==> config.mk <==
export PLATFORM = sky130hd
export DESIGN_NAME = spi_mem_front
export DESIGN_NICKNAME = d
export VERILOG_FILES = /design/src/rtl/spi_mem_pkg.sv /design/src/rtl/spi_bus_sync.sv /design/src/rtl/spi_cmd_ctrl.sv /design/src/rtl/spi_so_shift.sv /design/src/rtl/spi_mem_front.sv
export SDC_FILE = /design/constraint.sdc
export NUM_CORES = 1
export LEC_CHECK = 0
export CORE_MARGIN = 2
export CORE_UTILIZATION = 47
export DETAILED_ROUTE_END_ITERATION = 10
export PLACE_DENSITY = 0.84
export SETUP_SLACK_MARGIN = 0.2
export SYNTH_ARGS = -nofsm -noshare
export SYNTH_HDL_FRONTEND = slang
export SYNTH_SLANG_ARGS = --single-unit
==> constraint.sdc <==
create_clock -name clk -period 2.1 [get_ports clk]
set_clock_uncertainty 0.05 [all_clocks]
set_input_delay 0.21 -clock clk [delete_from_list [all_inputs] [get_ports clk]]
set_output_delay 0.21 -clock clk [all_outputs]
set_load 0.05 [all_outputs]
==> src/rtl/spi_mem_pkg.sv <==
package spi_mem_pkg;

    localparam int BYTE_BITS = 8;
    localparam int ARR_ADDR_BITS = 7;
    localparam int PAGE_BITS = 3;
    localparam int SYNC_DEPTH = 2;

    typedef enum logic [2:0] {
        CMD_BAD,
        CMD_WREN,
        CMD_WRDI,
        CMD_RDSR,
        CMD_WRSR,
        CMD_READ,
        CMD_WRITE
    } cmd_e;

    typedef enum logic [1:0] {
        PH_OPC,
        PH_ADDR,
        PH_DATA,
        PH_DEAD
    } phase_e;

    typedef struct packed {
        logic rise;
        logic fall;
        logic start;
        logic stop;
        logic sel;
        logic live;
        logic si;
    } bus_ev_t;

    // fields = {op[7:4], op[2:0]}; bit 3 never reaches the decoder
    function automatic cmd_e decode_op(input logic [6:0] fields, input logic busy);
        cmd_e c;
        if (fields[6:3] != 4'h0) begin
            c = CMD_BAD;
        end else begin
            case (fields[2:0])
                3'b110:  c = CMD_WREN;
                3'b100:  c = CMD_WRDI;
                3'b101:  c = CMD_RDSR;
                3'b001:  c = CMD_WRSR;
                3'b011:  c = CMD_READ;
                3'b010:  c = CMD_WRITE;
                default: c = CMD_BAD;
            endcase
        end
        if (busy && c != CMD_RDSR) c = CMD_BAD;
        return c;
    endfunction

    function automatic logic is_stream(input cmd_e c);
        return (c == CMD_READ) || (c == CMD_RDSR);
    endfunction

endpackage

==> src/rtl/spi_bus_sync.sv <==
module spi_bus_sync
    import spi_mem_pkg::*;
#(
    parameter int SYNC_N = SYNC_DEPTH
) (
    input  logic    clk,
    input  logic    rst,
    input  logic    cs_n,
    input  logic    sck,
    input  logic    si,
    input  logic    hold_n,
    output bus_ev_t ev
);
    localparam int NSIG = 4;
    localparam logic [NSIG-1:0] RST_V = 4'b1001;  // {cs_n, sck, si, hold_n}

    logic [NSIG-1:0] raw;
    logic [NSIG-1:0] synced;
    logic            sck_d;
    logic            cs_d;

    assign raw = {cs_n, sck, si, hold_n};

    for (genvar g = 0; g < NSIG; g++) begin : g_sync
        logic [SYNC_N-1:0] chain;
        always_ff @(posedge clk) begin
            if (rst) chain <= {SYNC_N{RST_V[g]}};
            else     chain <= {chain[SYNC_N-2:0], raw[g]};
        end
        assign synced[g] = chain[SYNC_N-1];
    end

    always_ff @(posedge clk) begin
        if (rst) begin
            sck_d <= 1'b0;
            cs_d  <= 1'b1;
        end else begin
            sck_d <= synced[2];
            cs_d  <= synced[3];
        end
    end

    always_comb begin
        ev.sel   = ~synced[3];
        ev.live  = synced[0];
        ev.si    = synced[1];
        ev.rise  = synced[2] & ~sck_d & ev.sel & ev.live;
        ev.fall  = ~synced[2] & sck_d & ev.sel & ev.live;
        ev.start = cs_d & ~synced[3];
        ev.stop  = ~cs_d & synced[3];
    end

endmodule

==> src/rtl/spi_cmd_ctrl.sv <==
module spi_cmd_ctrl
    import spi_mem_pkg::*;
#(
    parameter int BYTE_W = BYTE_BITS,
    parameter int ADDR_W = ARR_ADDR_BITS,
    parameter int PAGE_W = PAGE_BITS
) (
    input  logic              clk,
    input  logic              rst,
    input  logic              rise,
    input  logic              start,
    input  logic              stop,
    input  logic              sel,
    input  logic              live,
    input  logic              si_s,
    input  logic              busy,
    output cmd_e              cmd,
    output phase_e            phase,
    output logic              bit_zero,
    output logic [ADDR_W-1:0] addr,
    output logic              wren_stb,
    output logic              wrdi_stb,
    output logic              wrsr_stb,
    output logic              wbyte_stb,
    output logic              commit_stb,
    output logic [ADDR_W-1:0] wbyte_addr,
    output logic [BYTE_W-1:0] wdata
);
    localparam int CNT_W = $clog2(BYTE_W);
    localparam logic [CNT_W-1:0] LAST = CNT_W'(BYTE_W - 1);

    logic [CNT_W-1:0]  bit_cnt;
    logic [BYTE_W-1:0] shin;
    logic [BYTE_W-1:0] nxt;
    logic              got_data;
    logic              aligned;
    logic [ADDR_W-1:0] page_next;
    cmd_e              op_cmd;

    assign nxt       = {shin[BYTE_W-2:0], si_s};
    assign bit_zero  = (bit_cnt == '0);
    assign aligned   = bit_zero;
    assign page_next = {addr[ADDR_W-1:PAGE_W], addr[PAGE_W-1:0] + PAGE_W'(1)};
    assign op_cmd    = decode_op({nxt[7:4], nxt[2:0]}, busy);

    always_ff @(posedge clk) begin
        if (rst) begin
            bit_cnt    <= '0;
            shin       <= '0;
            cmd        <= CMD_BAD;
            phase      <= PH_OPC;
            addr       <= '0;
            got_data   <= 1'b0;
            wren_stb   <= 1'b0;
            wrdi_stb   <= 1'b0;
            wrsr_stb   <= 1'b0;
            wbyte_stb  <= 1'b0;
            commit_stb <= 1'b0;
            wbyte_addr <= '0;
            wdata      <= '0;
        end else begin
            wren_stb   <= 1'b0;
            wrdi_stb   <= 1'b0;
            wrsr_stb   <= 1'b0;
            wbyte_stb  <= 1'b0;
            commit_stb <= 1'b0;
            if (stop) begin
                if (aligned) begin
                    wren_stb   <= (cmd == CMD_WREN) && (phase == PH_DATA);
                    wrdi_stb   <= (cmd == CMD_WRDI) && (phase == PH_DATA);
                    wrsr_stb   <= (cmd == CMD_WRSR) && got_data;
                    commit_stb <= (cmd == CMD_WRITE) && got_data;
                end
                bit_cnt  <= '0;
                phase    <= PH_OPC;
                cmd      <= CMD_BAD;
                got_data <= 1'b0;
            end else if (start) begin
                bit_cnt  <= '0;
                phase    <= PH_OPC;
                cmd      <= CMD_BAD;
                got_data <= 1'b0;
            end else if (rise) begin
                shin    <= nxt;
                bit_cnt <= (bit_cnt == LAST) ? '0 : bit_cnt + CNT_W'(1);
                if (bit_cnt == LAST) begin
                    unique case (phase)
                        PH_OPC: begin
                            cmd <= op_cmd;
                            if (op_cmd == CMD_BAD)
                                phase <= PH_DEAD;
                            else if (op_cmd == CMD_READ || op_cmd == CMD_WRITE)
                                phase <= PH_ADDR;
                            else
                                phase <= PH_DATA;
                        end
                        PH_ADDR: begin
                            addr  <= nxt[ADDR_W-1:0];
                            phase <= PH_DATA;
                        end
                        PH_DATA: begin
                            case (cmd)
                                CMD_READ: addr <= addr + ADDR_W'(1);
                                CMD_WRSR: begin
                                    wdata    <= nxt;
                                    got_data <= 1'b1;
                                end
                                CMD_WRITE: begin
                                    wdata      <= nxt;
                                    wbyte_addr <= addr;
                                    wbyte_stb  <= 1'b1;
                                    addr       <= page_next;
                                    got_data   <= 1'b1;
                                end
                                default: ;
                            endcase
                        end
                        default: ;
                    endcase
                end
            end
        end
    end

    // a paused bus leaves the bit position untouched
    p_hold_keeps_count_r7: assert property (@(posedge clk) disable iff (rst)
        (sel && !live) |=> $stable(bit_cnt));

    // a deselected bus always sits at the first bit of a command
    p_idle_at_opcode_r4: assert property (@(posedge clk) disable iff (rst)
        (!sel && !stop) |-> (bit_zero && phase == PH_OPC));

    // consecutive byte strobes stay in the same page
    p_page_confined_r9: assert property (@(posedge clk) disable iff (rst)
        (wbyte_stb && $past(wbyte_stb, 1) == 1'b0 && phase == PH_DATA && cmd == CMD_WRITE)
            |-> (addr[ADDR_W-1:PAGE_W] == wbyte_addr[ADDR_W-1:PAGE_W]));

endmodule

==> src/rtl/spi_so_shift.sv <==
module spi_so_shift
    import spi_mem_pkg::*;
#(
    parameter int BYTE_W = BYTE_BITS
) (
    input  logic              clk,
    input  logic              rst,
    input  logic              fall,
    input  logic              start,
    input  logic              stop,
    input  logic              sel,
    input  logic              live,
    input  cmd_e              cmd,
    input  phase_e            phase,
    input  logic              bit_zero,
    input  logic [BYTE_W-1:0] mem_rdata,
    input  logic [BYTE_W-1:0] status_in,
    output logic              so,
    output logic              so_oe
);
    logic [BYTE_W-1:0] sh;
    logic              live_out;
    logic              load;

    assign load  = fall && (phase == PH_DATA) && is_stream(cmd) && bit_zero;
    assign so    = sh[BYTE_W-1];
    assign so_oe = sel & live & live_out;

    always_ff @(posedge clk) begin
        if (rst || start || stop) begin
            sh       <= '0;
            live_out <= 1'b0;
        end else if (load) begin
            sh       <= (cmd == CMD_RDSR) ? status_in : mem_rdata;
            live_out <= 1'b1;
        end else if (fall && live_out && !bit_zero) begin
            sh <= {sh[BYTE_W-2:0], 1'b0};
        end
    end

    // an invalid command never drives the output
    p_dead_quiet_r3: assert property (@(posedge clk) disable iff (rst)
        (phase == PH_DEAD) |-> !so_oe);

    // output bits only move on a falling clock edge
    p_so_moves_on_fall_r1: assert property (@(posedge clk) disable iff (rst)
        (so_oe && $past(so_oe) && !$past(fall)) |-> $stable(so));

endmodule

==> src/rtl/spi_mem_front.sv <==
module spi_mem_front
    import spi_mem_pkg::*;
#(
    parameter int BYTE_W = BYTE_BITS,
    parameter int ADDR_W = ARR_ADDR_BITS,
    parameter int PAGE_W = PAGE_BITS,
    parameter int SYNC_N = SYNC_DEPTH
) (
    input  logic              clk,
    input  logic              rst,
    input  logic              cs_n,
    input  logic              sck,
    input  logic              si,
    input  logic              hold_n,
    input  logic              busy,
    input  logic [BYTE_W-1:0] status_in,
    input  logic [BYTE_W-1:0] mem_rdata,
    output logic [ADDR_W-1:0] mem_raddr,
    output logic              so,
    output logic              so_oe,
    output logic              wren_req,
    output logic              wrdi_req,
    output logic              wrsr_req,
    output logic              wbyte_req,
    output logic              wcommit_req,
    output logic [ADDR_W-1:0] wr_addr,
    output logic [BYTE_W-1:0] wr_data
);
    bus_ev_t ev;
    cmd_e    cmd;
    phase_e  phase;
    logic    bit_zero;

    spi_bus_sync #(.SYNC_N(SYNC_N)) u_sync (
        .clk(clk), .rst(rst), .cs_n(cs_n), .sck(sck), .si(si), .hold_n(hold_n), .ev(ev)
    );

    spi_cmd_ctrl #(.BYTE_W(BYTE_W), .ADDR_W(ADDR_W), .PAGE_W(PAGE_W)) u_ctrl (
        .clk(clk), .rst(rst), .rise(ev.rise), .start(ev.start), .stop(ev.stop),
        .sel(ev.sel), .live(ev.live), .si_s(ev.si), .busy(busy),
        .cmd(cmd), .phase(phase), .bit_zero(bit_zero), .addr(mem_raddr),
        .wren_stb(wren_req), .wrdi_stb(wrdi_req), .wrsr_stb(wrsr_req),
        .wbyte_stb(wbyte_req), .commit_stb(wcommit_req),
        .wbyte_addr(wr_addr), .wdata(wr_data)
    );

    spi_so_shift #(.BYTE_W(BYTE_W)) u_out (
        .clk(clk), .rst(rst), .fall(ev.fall), .start(ev.start), .stop(ev.stop),
        .sel(ev.sel), .live(ev.live), .cmd(cmd), .phase(phase), .bit_zero(bit_zero),
        .mem_rdata(mem_rdata), .status_in(status_in), .so(so), .so_oe(so_oe)
    );

    // deselected means high impedance
    p_so_idle_cs_r4: assert property (@(posedge clk) disable iff (rst)
        !ev.sel |-> !so_oe);

    // paused means high impedance
    p_so_idle_hold_r7: assert property (@(posedge clk) disable iff (rst)
        !ev.live |-> !so_oe);

    // requests never overlap
    p_req_exclusive_r12: assert property (@(posedge clk) disable iff (rst)
        $onehot0({wren_req, wrdi_req, wrsr_req, wbyte_req, wcommit_req}));

    // requests last one cycle
    p_req_pulse_r12: assert property (@(posedge clk) disable iff (rst)
        (wren_req || wrdi_req || wrsr_req || wcommit_req) |=>
            !(wren_req || wrdi_req || wrsr_req || wcommit_req));

    // frame-level requests follow the end of a frame
    p_req_after_stop_r8: assert property (@(posedge clk) disable iff (rst)
        (wren_req || wrdi_req || wrsr_req || wcommit_req) |-> $past(ev.stop));

endmodule

==> results.tsv <==
stage	metric	value	unit
route	postRouteAntennaNets	0	
route	dr.pass1.iters	4	
sta	fmax	0.543	GHz
power_and_ir_drop	p_per_area	669	mW/mm^2
min_path	worstHoldStart	u_sync.g_sync[3].chain[0]$_SDFF_PP1_	
sta	worstMarginPinSlew	0.548	ns
setup_path	max_stage_delay	0.45	ns
route	drtIter0Drc	97	
clock_network	clkLatencyLatePin	0.34	ns
sta	finalHoldViolCount	0	
logic_synthesis	ys_seq_area_frac	0.430	
route	via_count	2542	
job	maxCapViolCount	0	
power_and_ir_drop	cellLeakagePower	1.51	nW
grt	grt_start_max_net_pins	24	
logic_synthesis	synth_simple_gate_area_frac	0.238	
grt	antenna_found_initial	0	
clock_network	cts_buffers	9	
logic_synthesis	synth_warnings	0	
grt	grt_pass1_wl	10.6	mm
logic_synthesis	netlist_area	0.00288	mm^2
setup_path	reg2reg_from	u_ctrl.bit_cnt[0]$_SDFFE_PP0P_	
final_layout	final_util	0.647	
logic_synthesis	async_reset_ff_frac	0	
route	drc	0	
logic_synthesis	synth.avg_cell_area	9.18	um^2
outcome	status	finished, final reports clean	
setup_path	regToRegSetupSlack	0.26	ns
floorplanning	fp.dieW	82.3	um
floorplanning	core	0.00592	mm^2
clock_network	cts_tree	built	
logic_synthesis	synth_fp_nets	346	
floorplanning	io_pins	52	
place	gp_congestion	0.890	
logic_synthesis	yosysUniqueCellTypes	50	
setup_path	r2r-end	u_ctrl.addr[5]$_SDFFE_PP0P_	
logic_synthesis	synth_compound_gate_area_share	0.135	
power_and_ir_drop	peakVddDrop	495	uV
min_path	min_path_type	flop to flop	
floorplanning	fp-row-count	28	
route	routed_wl	6.61	mm
place	io_buffers	51	
clock_network	clockBufferDepth	2	
final_layout	area_growth	32.8	%
floorplanning	start_util	0.487	
logic_synthesis	yosys.area_share.adder	0.0390	
logic_synthesis	synth-edff-count	0	
final_layout	nFillCells	494	
sta	setup_viol	0	
floorplanning	die_h	82.3	um
grt	gr-total-overflow	0	
grt	grt_pass1_vias	2389	
min_path	hold_path_end	u_sync.g_sync[3].chain[1]$_SDFF_PP1_	
clock_network	cts_root_buf	clkbuf_8	
setup_path	worstSetupPathType	flop to flop	
floorplanning	die_area	0.00678	mm^2
setup_path	worst_r2r_path_depth	6	
setup_path	path_cells	ha_2 -> ha_4 -> nand2_1 -> a2111o_1 -> nor4_1 -> nor3_1	
clock_network	path_clk_slew	0.07	ns
min_path	min_delay_path_depth	1	
final_layout	n_antenna_cell	0	
route	wl_per_cell	14.6	um
sta	drv_slew	0	
sta	rsz0062_at_grt	no	
place	place_hpwl	4.55	mm
logic_synthesis	ys_ff_latch	62	
sta	fin_crit_sh	0.877	
route	via_per_inst	5.61	
final_layout	mostFrequentLayoutCells	59 x dfxtp_1, 43 x clkdlybuf4s50_1, 26 x nor2_1, 26 x a21oi_1, 24 x mux2i_1	
setup_path	crit_path_end_kind	flop	
logic_synthesis	synth-xor-area-share	0.00607	
setup_path	cp-start-kind	flop	
sta	fin_crit	1.84	ns
logic_synthesis	ys.flop_type	dfxtp_1	
logic_synthesis	muxShareOfSynthArea	0.111	
clock_network	clkSinkCount	62	
grt	groute.usage.overall	0.205	
final_layout	final_layout_size_suffix_gt1_frac	0.135	
final_layout	final_common_cell	dfxtp_1	
setup_path	cpMaxStageDelayCell	a2111o_1	
setup_path	cp.required	2.27	ns
setup_path	cp.arrival	2.01	ns
logic_synthesis	syn_inst	314	
final_layout	final_nets	405	
clock_network	htree_levels	3	
logic_synthesis	synth_top_family_by_area	simple AND/OR/NAND/NOR gates	
sta	slew_headroom	0.633	
sta	fin_tns_setup	0	ns
setup_path	path_max_fanout	8	
[timing repair]
item                       CTS  global route
gates resized for setup      4            15
hold buffers                 0             0
setup buffers                0             1
setup endpoints to repair   20            32
pin swaps                    0             2
[metal layers]
metal	part of all wire	global-route usage
met1	0.43	0.244
met2	0.47	0.340
met3	0.069	0.0533
met4	0.028	0.105
met5	0	0
[power breakdown]
group,internal (W),leakage [nW],total [W],switching [W]
registers,0.00118,0.502,0.00119,0.00000581
logic,0.0000613,0.878,0.000108,0.0000464
clock network,0.000831,0.129,0.00127,0.000436
[cell usage after synthesis (2+ instances only)]
master / number / area (um^2)
nor3b_1: 4 / 30.0
a211oi_1: 2 / 15.0
clkbuf_1: 11 / 41.3
o211ai_1: 2 / 15.0
nand3b_1: 6 / 45.0
mux2_2: 7 / 78.8
a21oi_1: 26 / 130
nor2_1: 26 / 97.6
nand3_1: 16 / 80.1
nor4_1: 3 / 18.8
nand2_1: 23 / 86.3
a31oi_1: 4 / 25.0
o2111ai_1: 2 / 17.5
ha_1: 9 / 113
nand2b_1: 7 / 43.8
nor3_1: 4 / 20.0
o32ai_1: 2 / 17.5
dfxtp_1: 62 / 1240
nor4_4: 2 / 42.5
o21ai_1: 9 / 45.0
inv_1: 9 / 33.8
a31o_1: 2 / 17.5
buf_2: 6 / 30.0
xor2_1: 2 / 17.5
or2_1: 6 / 37.5
and3_1: 3 / 18.8
mux2i_1: 24 / 240
nor2b_1: 13 / 81.3
[sequential cells by signal, summed over array words and instances (netlist names)]
signal / flops
u_ctrl.addr: 7
u_ctrl.wbyte_stb: 1
u_ctrl.wren_stb: 1
u_ctrl.wbyte_addr: 7
u_sync.g_sync.chain: 8
u_ctrl.wdata: 8
u_ctrl.wrsr_stb: 1
u_ctrl.phase: 2
u_out.live_out: 1
u_out.sh: 8
u_ctrl.cmd: 3
u_sync.cs_d: 1
u_ctrl.got_data: 1
u_ctrl.wrdi_stb: 1
u_sync.sck_d: 1
u_ctrl.bit_cnt: 3
u_ctrl.shin: 7
u_ctrl.commit_stb: 1
[stage by stage]
stage / setup slack (ns) / power (W) / std cells / hold slack, ns / area [um^2]
after global placement: 0.192 / 0.00132 / 436 / 0.337 / 3510
after global routing: 0.162 / 0.00265 / 453 / 0.376 / 3830
after floorplan: 0.213 / 0.00126 / 314 / 0.257 / 2890
after detailed placement: 0.122 / 0.00132 / 436 / 0.344 / 3510
final: 0.258 / 0.00256 / 453 / 0.354 / 3830
after CTS: 0.183 / 0.00258 / 452 / 0.359 / 3770
[critical path: cells and delay by family, from the launching register on]
family | cells | cell delay (ns)
flip-flops | 1 | 0.35
adder cells (fa/ha/maj) | 2 | 0.37
AO/OA/AOI/OAI | 1 | 0.45
AND/OR/NAND/NOR | 3 | 0.50
[layout make-up]
type	instances	area, um^2	share of cell area
Timing Repair Buffer	66	639	0.167
Clock inverter	2	60.1	0.0157
Tap cell	75	93.8	0.0245
Multi-Input combinational cell	225	1560	0.408
Clock buffer	14	193	0.0503
Inverter	9	33.8	0.00882
Sequential cell	62	1250	0.326
[worst max-delay path by stage]
stage	from	to	cells after the start
4_1_cts	u_sync.g_sync[3].chain[1]$_SDFF_PP1_	u_ctrl.addr[5]$_SDFFE_PP0P_	6
3_3_place_gp	u_ctrl.bit_cnt[0]$_SDFFE_PP0P_	u_ctrl.addr[5]$_SDFFE_PP0P_	6
6_report	u_ctrl.bit_cnt[0]$_SDFFE_PP0P_	u_ctrl.addr[5]$_SDFFE_PP0P_	6
5_1_grt	u_ctrl.phase[0]$_SDFFE_PP0P_	u_ctrl.addr[5]$_SDFFE_PP0P_	6
3_5_place_dp	u_ctrl.bit_cnt[0]$_SDFFE_PP0P_	u_ctrl.addr[5]$_SDFFE_PP0P_	6
2_1_floorplan	u_sync.g_sync[3].chain[1]$_SDFF_PP1_	u_ctrl.wbyte_addr[4]$_SDFFE_PP0P_	7
[kinds of logic (layout without fill, tap and decap cells)]
group,after synthesis,after routing
adders and majority gates,9,9
buffers and inverters,27,91
and+or+nand+nor,122,122
xor gates and xnor gates,2,2
DFF,62,62
AOI/OAI and AO/OA,61,61
muxes,31,31
Note: power is estimated with default switching activity, not from simulation.
